==> src/rtl/dac_wcmd_pkg.sv <==
package dac_wcmd_pkg;

  typedef enum logic [1:0] {
    CK_CHAN     = 2'd0,
    CK_VREF_ALL = 2'd1,
    CK_GAIN_ALL = 2'd2,
    CK_NONE     = 2'd3
  } commit_kind_e;

  typedef enum logic [3:0] {
    ST_IDLE = 4'd0,
    ST_ADDR = 4'd1,
    ST_SKIP = 4'd2,
    ST_CMD  = 4'd3,
    ST_FHI  = 4'd4,
    ST_FLO  = 4'd5,
    ST_CFG  = 4'd6,
    ST_LO   = 4'd7,
    ST_MSEL = 4'd8
  } frame_st_e;

  typedef enum logic [1:0] {
    FM_FAST   = 2'd0,
    FM_MULTI  = 2'd1,
    FM_SEQ    = 2'd2,
    FM_SINGLE = 2'd3
  } frame_mode_e;

endpackage

==> src/rtl/dac_wcmd_fsm.sv <==
module dac_wcmd_fsm
  import dac_wcmd_pkg::*;
#(
  parameter int NCH = 4,
  parameter int DW  = 12,
  parameter logic [3:0] DEV_CODE = 4'b1100,
  localparam int CHW = $clog2(NCH),
  localparam int HIW = DW - 8
) (
  input  logic               clk,
  input  logic               rst,
  input  logic [2:0]         dev_addr_i,
  input  logic               nv_busy_i,
  input  logic               start_i,
  input  logic               stop_i,
  input  logic               byte_vld_i,
  input  logic [7:0]         byte_i,
  input  logic               ack_stb_i,
  output logic               ack_o,
  output logic               commit_o,
  output commit_kind_e       cm_kind_o,
  output logic [CHW-1:0]     cm_ch_o,
  output logic               cm_cfg_o,
  output logic               cm_vref_o,
  output logic [1:0]         cm_pd_o,
  output logic               cm_gx_o,
  output logic [DW-1:0]      cm_data_o,
  output logic [NCH-1:0]     cm_bits_o,
  output logic               cm_udac_o,
  output logic               cm_nv_o
);

  frame_st_e         st;
  frame_mode_e       mode;
  logic [CHW-1:0]    ch;
  logic              udac;
  logic              h_vref;
  logic [1:0]        h_pd;
  logic              h_gx;
  logic [HIW-1:0]    h_hi;
  logic              ack_q;
  logic              pend_vld;
  commit_kind_e      p_kind;
  logic [CHW-1:0]    p_ch;
  logic              p_cfg;
  logic              p_vref;
  logic [1:0]        p_pd;
  logic              p_gx;
  logic [DW-1:0]     p_data;
  logic [NCH-1:0]    p_bits;
  logic              p_udac;
  logic              p_nv;

  localparam logic [CHW-1:0] LAST_CH = CHW'(NCH - 1);

  always_ff @(posedge clk) begin
    if (rst) begin
      st       <= ST_IDLE;
      mode     <= FM_FAST;
      ch       <= '0;
      udac     <= 1'b0;
      h_vref   <= 1'b0;
      h_pd     <= '0;
      h_gx     <= 1'b0;
      h_hi     <= '0;
      ack_q    <= 1'b0;
      pend_vld <= 1'b0;
      p_kind   <= CK_NONE;
      p_ch     <= '0;
      p_cfg    <= 1'b0;
      p_vref   <= 1'b0;
      p_pd     <= '0;
      p_gx     <= 1'b0;
      p_data   <= '0;
      p_bits   <= '0;
      p_udac   <= 1'b0;
      p_nv     <= 1'b0;
    end else if (stop_i) begin
      st       <= ST_IDLE;
      ack_q    <= 1'b0;
      pend_vld <= 1'b0;
    end else if (start_i) begin
      st       <= ST_ADDR;
      ack_q    <= 1'b0;
      pend_vld <= 1'b0;
    end else if (byte_vld_i) begin
      ack_q    <= 1'b0;
      pend_vld <= 1'b0;
      case (st)
        ST_ADDR: begin
          if (byte_i[7:4] == DEV_CODE && byte_i[3:1] == dev_addr_i && !byte_i[0]) begin
            ack_q <= 1'b1;
            st    <= ST_CMD;
          end else begin
            st    <= ST_SKIP;
          end
        end
        ST_CMD: begin
          if (byte_i[7:6] == 2'b00) begin
            mode  <= FM_FAST;
            ch    <= '0;
            h_pd  <= byte_i[5:4];
            h_hi  <= byte_i[HIW-1:0];
            ack_q <= 1'b1;
            st    <= ST_FLO;
          end else if (byte_i[7:3] == 5'b01000) begin
            mode  <= FM_MULTI;
            ch    <= byte_i[1 +: CHW];
            udac  <= byte_i[0];
            ack_q <= 1'b1;
            st    <= ST_CFG;
          end else if (byte_i[7:4] == 4'b0101) begin
            if (nv_busy_i) begin
              st <= ST_SKIP;
            end else begin
              mode  <= byte_i[3] ? FM_SINGLE : FM_SEQ;
              ch    <= byte_i[1 +: CHW];
              udac  <= byte_i[0];
              ack_q <= 1'b1;
              st    <= ST_CFG;
            end
          end else if (byte_i[7:5] == 3'b100 || byte_i[7:5] == 3'b110) begin
            ack_q    <= 1'b1;
            pend_vld <= 1'b1;
            p_kind   <= byte_i[6] ? CK_GAIN_ALL : CK_VREF_ALL;
            p_nv     <= 1'b0;
            for (int i = 0; i < NCH; i++) p_bits[i] <= byte_i[NCH-1-i];
            st       <= ST_SKIP;
          end else begin
            st <= ST_SKIP;
          end
        end
        ST_FHI: begin
          h_pd  <= byte_i[5:4];
          h_hi  <= byte_i[HIW-1:0];
          ack_q <= 1'b1;
          st    <= ST_FLO;
        end
        ST_FLO: begin
          ack_q    <= 1'b1;
          pend_vld <= 1'b1;
          p_kind   <= CK_CHAN;
          p_ch     <= ch;
          p_cfg    <= 1'b0;
          p_pd     <= h_pd;
          p_data   <= {h_hi, byte_i};
          p_udac   <= 1'b0;
          p_nv     <= 1'b0;
          if (ch == LAST_CH) begin
            st <= ST_SKIP;
          end else begin
            ch <= ch + 1'b1;
            st <= ST_FHI;
          end
        end
        ST_CFG: begin
          h_vref <= byte_i[7];
          h_pd   <= byte_i[6:5];
          h_gx   <= byte_i[4];
          h_hi   <= byte_i[HIW-1:0];
          ack_q  <= 1'b1;
          st     <= ST_LO;
        end
        ST_LO: begin
          ack_q    <= 1'b1;
          pend_vld <= 1'b1;
          p_kind   <= CK_CHAN;
          p_ch     <= ch;
          p_cfg    <= 1'b1;
          p_vref   <= h_vref;
          p_pd     <= h_pd;
          p_gx     <= h_gx;
          p_data   <= {h_hi, byte_i};
          p_udac   <= udac;
          p_nv     <= (mode == FM_SEQ) || (mode == FM_SINGLE);
          case (mode)
            FM_MULTI: st <= ST_MSEL;
            FM_SEQ: begin
              if (ch == LAST_CH) begin
                st <= ST_SKIP;
              end else begin
                ch <= ch + 1'b1;
                st <= ST_CFG;
              end
            end
            default: st <= ST_SKIP;
          endcase
        end
        ST_MSEL: begin
          ch    <= byte_i[1 +: CHW];
          udac  <= byte_i[0];
          ack_q <= 1'b1;
          st    <= ST_CFG;
        end
        default: st <= st;
      endcase
    end else if (ack_stb_i) begin
      pend_vld <= 1'b0;
    end
  end

  assign ack_o     = ack_q;
  assign commit_o  = ack_stb_i && pend_vld && !stop_i && !start_i && !byte_vld_i;
  assign cm_kind_o = p_kind;
  assign cm_ch_o   = p_ch;
  assign cm_cfg_o  = p_cfg;
  assign cm_vref_o = p_vref;
  assign cm_pd_o   = p_pd;
  assign cm_gx_o   = p_gx;
  assign cm_data_o = p_data;
  assign cm_bits_o = p_bits;
  assign cm_udac_o = p_udac;
  assign cm_nv_o   = p_nv;

endmodule

==> src/rtl/dac_wcmd_regs.sv <==
module dac_wcmd_regs
  import dac_wcmd_pkg::*;
#(
  parameter int NCH = 4,
  parameter int DW  = 12,
  localparam int CHW = $clog2(NCH)
) (
  input  logic               clk,
  input  logic               rst,
  input  logic               commit_i,
  input  commit_kind_e       kind_i,
  input  logic [CHW-1:0]     ch_i,
  input  logic               cfg_i,
  input  logic               vref_i,
  input  logic [1:0]         pd_i,
  input  logic               gx_i,
  input  logic [DW-1:0]      data_i,
  input  logic [NCH-1:0]     bits_i,
  input  logic               udac_i,
  output logic [NCH-1:0]     vref_o,
  output logic [NCH-1:0]     gain_o,
  output logic [2*NCH-1:0]   pd_o,
  output logic [NCH*DW-1:0]  code_o,
  output logic [NCH-1:0]     upd_req_o
);

  for (genvar g = 0; g < NCH; g++) begin : g_chan
    logic           vref_q;
    logic           gx_q;
    logic [1:0]     pd_q;
    logic [DW-1:0]  code_q;
    logic           upd_q;
    logic           hit;

    assign hit = commit_i && (kind_i == CK_CHAN) && (ch_i == CHW'(g));

    always_ff @(posedge clk) begin
      if (rst) begin
        vref_q <= 1'b0;
        gx_q   <= 1'b0;
        pd_q   <= '0;
        code_q <= '0;
        upd_q  <= 1'b0;
      end else begin
        upd_q <= 1'b0;
        if (hit) begin
          pd_q   <= pd_i;
          code_q <= data_i;
          upd_q  <= !udac_i;
          if (cfg_i) begin
            vref_q <= vref_i;
            gx_q   <= gx_i;
          end
        end else if (commit_i && kind_i == CK_VREF_ALL) begin
          vref_q <= bits_i[g];
          upd_q  <= 1'b1;
        end else if (commit_i && kind_i == CK_GAIN_ALL) begin
          gx_q   <= bits_i[g];
          upd_q  <= 1'b1;
        end
      end
    end

    assign vref_o[g]          = vref_q;
    assign gain_o[g]          = gx_q;
    assign pd_o[2*g +: 2]     = pd_q;
    assign code_o[g*DW +: DW] = code_q;
    assign upd_req_o[g]       = upd_q;
  end

endmodule

==> src/rtl/dac_wcmd_nvreq.sv <==
module dac_wcmd_nvreq
  import dac_wcmd_pkg::*;
#(
  parameter int NCH = 4,
  parameter int DW  = 12,
  localparam int CHW = $clog2(NCH),
  localparam int NVW = DW + 4
) (
  input  logic               clk,
  input  logic               rst,
  input  logic               commit_i,
  input  commit_kind_e       kind_i,
  input  logic               nv_i,
  input  logic [CHW-1:0]     ch_i,
  input  logic               vref_i,
  input  logic [1:0]         pd_i,
  input  logic               gx_i,
  input  logic [DW-1:0]      data_i,
  output logic               nv_wr_o,
  output logic [CHW-1:0]     nv_ch_o,
  output logic [NVW-1:0]     nv_word_o
);

  always_ff @(posedge clk) begin
    if (rst) begin
      nv_wr_o   <= 1'b0;
      nv_ch_o   <= '0;
      nv_word_o <= '0;
    end else begin
      nv_wr_o <= 1'b0;
      if (commit_i && kind_i == CK_CHAN && nv_i) begin
        nv_wr_o   <= 1'b1;
        nv_ch_o   <= ch_i;
        nv_word_o <= {vref_i, pd_i, gx_i, data_i};
      end
    end
  end

endmodule

==> src/rtl/dac_wcmd_dec.sv <==
module dac_wcmd_dec
  import dac_wcmd_pkg::*;
#(
  parameter int NCH = 4,
  parameter int DW  = 12,
  parameter logic [3:0] DEV_CODE = 4'b1100,
  localparam int CHW = $clog2(NCH)
) (
  input  logic               clk,
  input  logic               rst,
  input  logic [2:0]         dev_addr_i,
  input  logic               nv_busy_i,
  input  logic               start_i,
  input  logic               stop_i,
  input  logic               byte_vld_i,
  input  logic [7:0]         byte_i,
  input  logic               ack_stb_i,
  output logic               ack_o,
  output logic [NCH-1:0]     vref_o,
  output logic [NCH-1:0]     gain_o,
  output logic [2*NCH-1:0]   pd_o,
  output logic [NCH*DW-1:0]  code_o,
  output logic [NCH-1:0]     upd_req_o,
  output logic               nv_wr_o,
  output logic [CHW-1:0]     nv_ch_o,
  output logic [DW+3:0]      nv_word_o
);

  logic           commit;
  commit_kind_e   cm_kind;
  logic [CHW-1:0] cm_ch;
  logic           cm_cfg;
  logic           cm_vref;
  logic [1:0]     cm_pd;
  logic           cm_gx;
  logic [DW-1:0]  cm_data;
  logic [NCH-1:0] cm_bits;
  logic           cm_udac;
  logic           cm_nv;

  dac_wcmd_fsm #(.NCH(NCH), .DW(DW), .DEV_CODE(DEV_CODE)) u_fsm (
    .clk        (clk),
    .rst        (rst),
    .dev_addr_i (dev_addr_i),
    .nv_busy_i  (nv_busy_i),
    .start_i    (start_i),
    .stop_i     (stop_i),
    .byte_vld_i (byte_vld_i),
    .byte_i     (byte_i),
    .ack_stb_i  (ack_stb_i),
    .ack_o      (ack_o),
    .commit_o   (commit),
    .cm_kind_o  (cm_kind),
    .cm_ch_o    (cm_ch),
    .cm_cfg_o   (cm_cfg),
    .cm_vref_o  (cm_vref),
    .cm_pd_o    (cm_pd),
    .cm_gx_o    (cm_gx),
    .cm_data_o  (cm_data),
    .cm_bits_o  (cm_bits),
    .cm_udac_o  (cm_udac),
    .cm_nv_o    (cm_nv)
  );

  dac_wcmd_regs #(.NCH(NCH), .DW(DW)) u_regs (
    .clk       (clk),
    .rst       (rst),
    .commit_i  (commit),
    .kind_i    (cm_kind),
    .ch_i      (cm_ch),
    .cfg_i     (cm_cfg),
    .vref_i    (cm_vref),
    .pd_i      (cm_pd),
    .gx_i      (cm_gx),
    .data_i    (cm_data),
    .bits_i    (cm_bits),
    .udac_i    (cm_udac),
    .vref_o    (vref_o),
    .gain_o    (gain_o),
    .pd_o      (pd_o),
    .code_o    (code_o),
    .upd_req_o (upd_req_o)
  );

  dac_wcmd_nvreq #(.NCH(NCH), .DW(DW)) u_nv (
    .clk       (clk),
    .rst       (rst),
    .commit_i  (commit),
    .kind_i    (cm_kind),
    .nv_i      (cm_nv),
    .ch_i      (cm_ch),
    .vref_i    (cm_vref),
    .pd_i      (cm_pd),
    .gx_i      (cm_gx),
    .data_i    (cm_data),
    .nv_wr_o   (nv_wr_o),
    .nv_ch_o   (nv_ch_o),
    .nv_word_o (nv_word_o)
  );

endmodule

==> config.mk <==
export PLATFORM = sky130hd
export DESIGN_NAME = dac_wcmd_dec
export DESIGN_NICKNAME = d
export VERILOG_FILES = /design/src/rtl/dac_wcmd_pkg.sv /design/src/rtl/dac_wcmd_fsm.sv /design/src/rtl/dac_wcmd_regs.sv /design/src/rtl/dac_wcmd_nvreq.sv /design/src/rtl/dac_wcmd_dec.sv
export SDC_FILE = /design/constraint.sdc
export NUM_CORES = 1
export LEC_CHECK = 0
export CORE_MARGIN = 2
export CORE_UTILIZATION = 40
export CTS_CLUSTER_DIAMETER = 120
export DETAILED_ROUTE_END_ITERATION = 10
export PLACE_DENSITY_LB_ADDON = 0.08
export RECOVER_POWER = 25
export SYNTH_ARGS = -nofsm -noshare
export SYNTH_HDL_FRONTEND = slang
export SYNTH_SLANG_ARGS = --single-unit
==> constraint.sdc <==
create_clock -name clk -period 3.2 [get_ports clk]
set_input_delay 0.96 -clock clk [delete_from_list [all_inputs] [get_ports clk]]
set_output_delay 0.96 -clock clk [all_outputs]
set_load 0.02 [all_outputs]
; ---- After elaboration in Yosys (flattened, before gate mapping)
; Cells that the tools add are included.
[totals]
ff_bits = 133
output_inout_bits = 88
input_bits = 18
[classes]
eq_ne = 41
bitwise = 5
n_addsub = 1
muxes = 87
n_reduce_logical = 71
[ops]
columns = cell, count
row1 = 2-to-1 mux 1 bit, 52
row2 = 2-to-1 mux 2 bit, 16
row3 = case mux 4 bit (7 select lines), 1
row4 = nonzero test 2 bit, 14
row5 = AND reduction 8 bit, 3
row6 = "equality test 4 x 3 -> 1 bit, second input constant", 5
row7 = case mux 4 bit (2 select lines), 2
row8 = AND reduction 4 bit, 4
row9 = logical AND 1 bit, 14
row10 = "inequality test 2 x 1 -> 1 bit, second input constant", 7
row11 = "inequality test 2 bit, second input constant", 7
row12 = AND reduction 7 bit, 2
row13 = "equality test 2 bit, second input constant", 6
row14 = 2-to-1 mux 3 bit, 4
row15 = 2-to-1 mux 4 bit, 3
row16 = AND reduction 2 bit, 6
row17 = AND reduction 3 bit, 4
row18 = AND reduction 5 bit, 2
row19 = nonzero test 3 bit, 3
row20 = "equality test 4 bit, second input constant", 2
row21 = case mux 1 bit (2 select lines), 4
row22 = case mux 2 bit (4 select lines), 1
row23 = nonzero test 8 bit, 1
row24 = nonzero test 7 bit, 1
row25 = 23 further kinds, 41

; ---- Longest topological paths before layout
; Gate-level depths: netlist (run 1).
[logic_depth]
depth_word = 8
mapped_depth = 6

; ---- Cells and area by module
; A second synthesis (run 1) with hierarchy kept.
[unflattened]
cells_unflattened = 705
hier_area_um2 = 5901.9
[by_module_without_submodules]
columns = mod, n_inst, cells_per_inst, area_per_inst_um2
row1 = dac_wcmd_regs, 1, 340, 2703.8
row2 = dac_wcmd_fsm, 1, 284, 2346.0
row3 = dac_wcmd_nvreq, 1, 81, 852.1

; ---- Worst setup path after synthesis (run 1)
; OpenSTA, ideal clock, no wires.
[synth_path]
kind = input to register
start = input port byte_vld_i
end = register u_regs.g_chan[2].code_q[10]
stages = 5
path_slack_ps = 600
arrival_time_ps = 2478
n_path_buf = 1
cell_sequence = or4b_4 nor4b_4 nand3_2 buf_4 mux2i_1
[synth_between]
elab_chain_len = 4
[synth_rtl]
columns = element, line_no
row1 = from (decl), dac_wcmd_dec.sv:15  ; input logic byte_vld_i,
row2 = logical NOT 1 bit, dac_wcmd_fsm.sv:203  ; assign commit_o = ack_stb_i && pend_vld && !stop_i && !start_i && !byte_vld_i;
row3 = logical AND 1 bit, dac_wcmd_fsm.sv:203
row4 = logical AND 1 bit (2 in a row), dac_wcmd_regs.sv:35  ; assign hit = commit_i && (kind_i == CK_CHAN) && (ch_i == CHW'(g));
row5 = to (signal assigned), dac_wcmd_regs.sv:48  ; code_q <= data_i;
row6 = to (decl), dac_wcmd_regs.sv:31  ; logic [DW-1:0] code_q;
; No other way between the ends.
; A chain may end at the register's enable or synchronous reset.

; ---- Worst setup path after layout (run 1)
[layout_path]
start = input port byte_vld_i
end = register u_fsm.mode[0]
[layout_between]
elab_chain_len = 1
[layout_rtl]
columns = element, line_no
row1 = AND reduction 6 bit (no line), -
row2 = to (signal assigned), dac_wcmd_fsm.sv:116  ; mode <= byte_i[3] ? FM_SINGLE : FM_SEQ;
row3 = to (decl), dac_wcmd_fsm.sv:34  ; frame_mode_e mode;
; No other way between the ends.

==> results of run 1 <==
[metrics by stage]
step | instance area, sq um | total power [mW] | worst slack, ns | hold WS (ns) | std cells
global route | 7800 | 3.86 | 0.271 | 0.473 | 931
finish | 7800 | 3.73 | 0.477 | 0.455 | 931
global placement | 7210 | 1.81 | 0.112 | 0.447 | 899
detailed placement | 7210 | 1.81 | 0.0814 | 0.447 | 899
floorplan | 5990 | 1.76 | 0.600 | 0.427 | 641
CTS | 7810 | 3.77 | 0.529 | 0.455 | 931
[registers in the layout, summed over array words and instances (netlist names), 4 cells and up]
register / flops
u_fsm.h_hi: 4
u_nv.nv_word_o: 16
u_regs.g_chan.upd_q: 4
u_regs.g_chan.code_q: 48
u_regs.g_chan.gx_q: 4
u_fsm.st: 4
u_regs.g_chan.vref_q: 4
u_fsm.cm_data_o: 12
u_fsm.cm_bits_o: 4
u_regs.g_chan.pd_q: 8
[power by group]
| group | internal [mW] | switching (mW) |
|---|---|---|
| clock network | 1.23 | 0.722 |
| logic | 0.0567 | 0.0610 |
| registers | 1.66 | 0.00238 |
[placed cells by master (no fill, tap or decap), types with 7 or more instances in the layout]
master,count
a21oi_1,39
a221oi_1,7
a31oi_1,7
buf_4,19
clkbuf_16,17
clkdlybuf4s50_1,57
dfxtp_1,133
dlygate4sd3_1,47
inv_1,17
mux2i_1,83
nand2_1,51
nand2b_1,105
nand3_1,14
nor2_1,19
o21ai_0,21
[layer usage]
layer,routed length (microns),GRT usage (%),up-vias
li1,-,-,2384
met1,7110,25.9,2268
met2,6980,29.9,119
met3,660,4.98,11
met4,167,6.92,0
met5,0,0,-
[worst max-delay path, stage by stage]
cell,delay (ns)
clkdlybuf4s50_1,0.49
clkbuf_1,0.31
nor3b_1,0.24
buf_4,0.21
nand3b_1,0.15
or4_1,0.52
a21oi_1,0.16
[how the worst min path moves through the flow]
stage                                     from  depth (start not counted)  slack, ns                               to
2_1_floorplan     u_fsm.cm_udac_o$_SDFFE_PP0P_                          2       0.43     u_fsm.cm_udac_o$_SDFFE_PP0P_
3_3_place_gp   u_fsm.cm_data_o[1]$_SDFFE_PP0P_                          2       0.45  u_fsm.cm_data_o[1]$_SDFFE_PP0P_
5_1_grt        u_fsm.cm_data_o[9]$_SDFFE_PP0P_                          2       0.47  u_fsm.cm_data_o[9]$_SDFFE_PP0P_
4_1_cts        u_fsm.cm_data_o[2]$_SDFFE_PP0P_                          2       0.45  u_fsm.cm_data_o[2]$_SDFFE_PP0P_
3_5_place_dp   u_fsm.cm_data_o[2]$_SDFFE_PP0P_                          2       0.45  u_fsm.cm_data_o[2]$_SDFFE_PP0P_
6_report       u_fsm.cm_data_o[2]$_SDFFE_PP0P_                          2       0.46  u_fsm.cm_data_o[2]$_SDFFE_PP0P_
[area by class of cell]
type	instances	area, sq um	area share (%)
Tap cell	184	230	2.95
Inverter	17	63.8	0.818
Clock buffer	22	484	6.21
Clock inverter	10	120	1.54
Sequential cell	133	2660	34.1
Timing Repair Buffer	129	1260	16.1
Multi-Input combinational cell	436	2980	38.2
[logic make-up after synthesis]
kind of cell	share of synthesized area, %
AO/OA/AOI/OAI	11.3
AND/OR/NAND/NOR	22.8
multiplexers	14.1
buffers and inverters	5.74
adder cells (fa/ha/maj)	1.04
XOR/XNOR	0.585
flip-flops	44.4
==> out/results.tsv, run 1 <==
metric	value	unit
syn_area	0.00599	sq mm
cts_setup_buffers	0	
setup_viol	0	
timing.rr.start	u_fsm.st[0]$_SDFFE_PP0P_	
synth_top_cell_by_area	dfxtp_1	
io_buffers	105	
cts_buffers	17	
drive_gt1_share	9.64	%
finClkSkew	0.0101	ns
clkTransAtPathRegs	0.06	ns
cp-endpoint	u_fsm.mode[0]$_SDFFE_PP0P_	
postRouteAntennaNets	0	
ctsResizeCount	0	
power_density	478	mW/mm^2
drc	0	
rows	44	
routed_via_density	5.14	
hpwl	10600	microns
crit_path_end_kind	flip-flop	
vias	4782	
finalHoldViolCount	0	
cp-startpoint	byte_vld_i	
synth_most_common_cell	dfxtp_1	
drv_cap	1	
r2r_cells	4	
core	0.0146	sq mm
fin_setup_tns	0	ns
cts_num_sinks	133	
worst_hold_path_type	flip-flop to flip-flop	
relSlewSlack	-4.24	%
synth-edff-count	0	
clk_latency	0.42	ns
finalWirelength	14900	microns
antenna_found_initial	0	
ctsHoldBuffers	0	
initial_core_util	41.1	%
tritoncts	built	
yosysTopAreaCellShare	44.4	%
failed_checks	max-capacitance violations, max-slew violations	
ys_ff_latch	133	
cts_root_buf	clkbuf_16	
fin_crit	2.72	ns
netlist_instances	641	
diodes	0	
die_area	0.0160	sq mm
critPathRequiredTime	3.52	ns
clockBufferDepth	2	
yosys-top-cells-area	dfxtp_1, mux2i_1, nand2b_1	
grt_pass1_vias	4645	
r2r_setup_slack	0.80	ns
grt_max_degree	100	
period_share	85.1	%
yosysWarnings	0	
synth.distinct_cells	54	
rsz0062_at_grt	false	
die_w	126	microns
fin_nets	757	
drt-initial-drc-count	316	
synth_top_flop_cell	dfxtp_1	
final_util	53.5	%
pin_count	106	
grt_pass1_wl	24500	microns
grt-ovfl-total	0	
ys_seq_area_share	44.4	%
worst_pin_slew	1.56	ns
critPathKind	input pin to flip-flop	
r2r_end	u_fsm.mode[0]$_SDFFE_PP0P_	
leakage	3.21	nW
final_max_slew_viol_count	100	
status	finished with violations	
ir_drop	0.375	mV
gp_congestion	0.855	
wl_per_cell	16.0	microns
clock.fmax	367	MHz
area_growth	30.2	%
critical_path_arrival	3.04	ns
async_reset_ff_share	0	%
dr.pass1.iters	4	
htreeDepth	4	
synth.net_count	664	
postSynthAreaPerCell	9.35	sq um
worst_setup_path_start_kind	input pin	
die_y	126	microns
critPathMaxFanout	11	
synth_common_cells	dfxtp_1, nand2b_1, mux2i_1, nand2_1, a21oi_1	
fillers	1320	
grt_usage	19.2	%
Note: power is estimated with default switching activity, not from simulation.
==> run 2: changes to the inputs <==
Settings changed: PLACE_DENSITY_LB_ADDON 0.08 to 0.25.
==> run 2 against run 1 <==
Against the previous run: the flow now finishes without violations; critical path depth stayed put; combinational power barely moved; clock-buffer cell count is 1 higher; sequential share of layout area down 0.31 points; core utilization up 0.49 points; hold slack worse by 0.0044 ns; setup slack worse by 0.021 ns; register-to-register slack worse by 0.03 ns; final cell count grew 0.11%; largest power group unchanged; highest routed layer unchanged.
==> out/results.tsv, run 2 (same netlist as run 1, synthesis figures left out) <==
metric	value	unit	change
io_buffers	105		unchanged
timing.rr.start	u_fsm.st[0]$_SDFFE_PP0P_		unchanged
wl_per_cell	16.3	microns	was 16.0 microns
power_density	486	mW/mm^2	was 478 mW/mm^2
fin_crit	2.74	ns	was 2.72 ns
critical_path_arrival	3.08	ns	was 3.04 ns
critPathKind	input pin to flip-flop		unchanged
hpwl	10700	microns	was 10600 microns
clk_latency	0.41	ns	was 0.42 ns
clkTransAtPathRegs	0.06	ns	about the same
htreeDepth	4		unchanged
grt_pass1_vias	4922		was 4645
fin_setup_tns	0	ns	unchanged
initial_core_util	41.1	%	unchanged
critPathMaxFanout	16		was 11
grt-ovfl-total	0		unchanged
drc	0		unchanged
register_area	0.00266	sq mm	unchanged
cts_setup_buffers	0		unchanged
drt-initial-drc-count	356		was 316
die_area	0.0160	sq mm	unchanged
antenna_found_initial	0		unchanged
finalHoldViolCount	0		unchanged
grt_pass1_wl	25300	microns	was 24500 microns
clock.fmax	364	MHz	was 367 MHz
worst_pin_slew	1.42	ns	was 1.56 ns
diodes	0		unchanged
largest_register_ffs	48		unchanged
dr.pass1.iters	4		unchanged
postRouteAntennaNets	0		unchanged
layout_common_cells	dfxtp_1, nand2b_1, mux2i_1		unchanged
multi_input_area	0.00298	sq mm	unchanged
worst_setup_path_start_kind	input pin		unchanged
core	0.0146	sq mm	unchanged
cts_buffers	17		unchanged
die_w	126	microns	unchanged
status	completed		was finished with violations
worst_hold_path_type	flip-flop to flip-flop		unchanged
largest-register	u_regs.g_chan.code_q		unchanged
vias	4796		was 4782
final_common_cell	dfxtp_1		unchanged
finalWirelength	15200	microns	was 14900 microns
routed_via_density	5.15		was 5.14
gp_congestion	0.843		was 0.855
drv_cap	0		was 1
period_share	85.7	%	was 85.1%
pin_count	106		unchanged
cts_root_buf	clkbuf_16		unchanged
critPathRequiredTime	3.54	ns	was 3.52 ns
clockBufferDepth	2		unchanged
ctsHoldBuffers	0		unchanged
tritoncts	built		unchanged
setup_viol	0		unchanged
crit_path_end_kind	flip-flop		unchanged
cts_num_sinks	133		unchanged
drive_gt1_share	9.63	%	was 9.64%
grt_usage	19.7	%	was 19.2%
leakage	3.25	nW	was 3.21 nW
cp-startpoint	byte_vld_i		unchanged
ir_drop	0.274	mV	was 0.375 mV
fin_nets	758		was 757
rows	44		unchanged
fillers	1286		was 1320
finalPower	3.83	mW	was 3.73 mW
ctsResizeCount	0		unchanged
hold_start	u_fsm.cm_udac_o$_SDFFE_PP0P_		was u_fsm.cm_data_o[2]$_SDFFE_PP0P_
rsz0062_at_grt	false		unchanged
grt_max_degree	87		was 100
relSlewSlack	5.44	%	was -4.24%
area_growth	31.4	%	was 30.2%
finClkSkew	0.00591	ns	was 0.0101 ns
die_y	126	microns	unchanged
final_max_slew_viol_count	0		was 100
## run 2: power breakdown
group          total [mW]  internal (mW)  switching [mW]
sequential           1.66           1.66         0.00211
combinational       0.121         0.0592          0.0620
clock                2.05           1.32           0.733
total                3.83           3.03           0.797
## run 2: critical path, stage by stage
cell,delay [ns]
clkdlybuf4s50_1,0.45
or4b_4,0.60
nor4b_4,0.25
buf_4,0.25
and2_1,0.20
buf_12,0.16
mux2i_1,0.21
## run 2: final timing paths
path	depth (start not counted)	to	slack, ns
setup / recovery	7	u_regs.g_chan[0].code_q[6]$_SDFFE_PP0P_	0.46
hold / removal	2	u_fsm.cm_udac_o$_SDFFE_PP0P_	0.45
setup reg to reg	4	u_fsm.st[2]$_SDFFE_PP0P_	0.77
hold reg to reg	2	u_fsm.cm_udac_o$_SDFFE_PP0P_	0.45
## run 2: layer usage
layer | track usage (%) | vias to the layer above | share of wire, % | wire (microns)
met2 | 32.8 | 94 | 49 | 7430
met1 | 25.2 | 2297 | 46 | 6980
met4 | 7.89 | 0 | 1.6 | 242
met3 | 3.80 | 17 | 3.4 | 515
li1 | - | 2388 | - | -
met5 | 0 | - | 0 | 0
## run 2: through the flow
stage | hold slack (ns) | cell area, sq um | std cells | setup WS (ns) | util (%)
5_1_grt | 0.473 | 7870 | 932 | 0.250 | 54.0
3_5_place_dp | 0.445 | 7250 | 900 | 0.0332 | 49.7
2_1_floorplan | 0.427 | 5990 | 641 | 0.600 | -
3_3_place_gp | 0.445 | 7250 | 900 | 0.0933 | 49.7
6_report | 0.451 | 7870 | 932 | 0.456 | 54.0
4_1_cts | 0.451 | 7880 | 932 | 0.460 | 54.0
## run 2: final cells by class
| class | count | area share (%) |
|---|---|---|
| multi-input cells | 436 | 37.9 |
| repair buffers | 130 | 16.6 |
| clock inverters | 9 | 1.78 |
| well taps | 184 | 2.92 |
| flip-flops and latches | 133 | 33.8 |
| clock buffers | 23 | 6.20 |
| inverters | 17 | 0.810 |
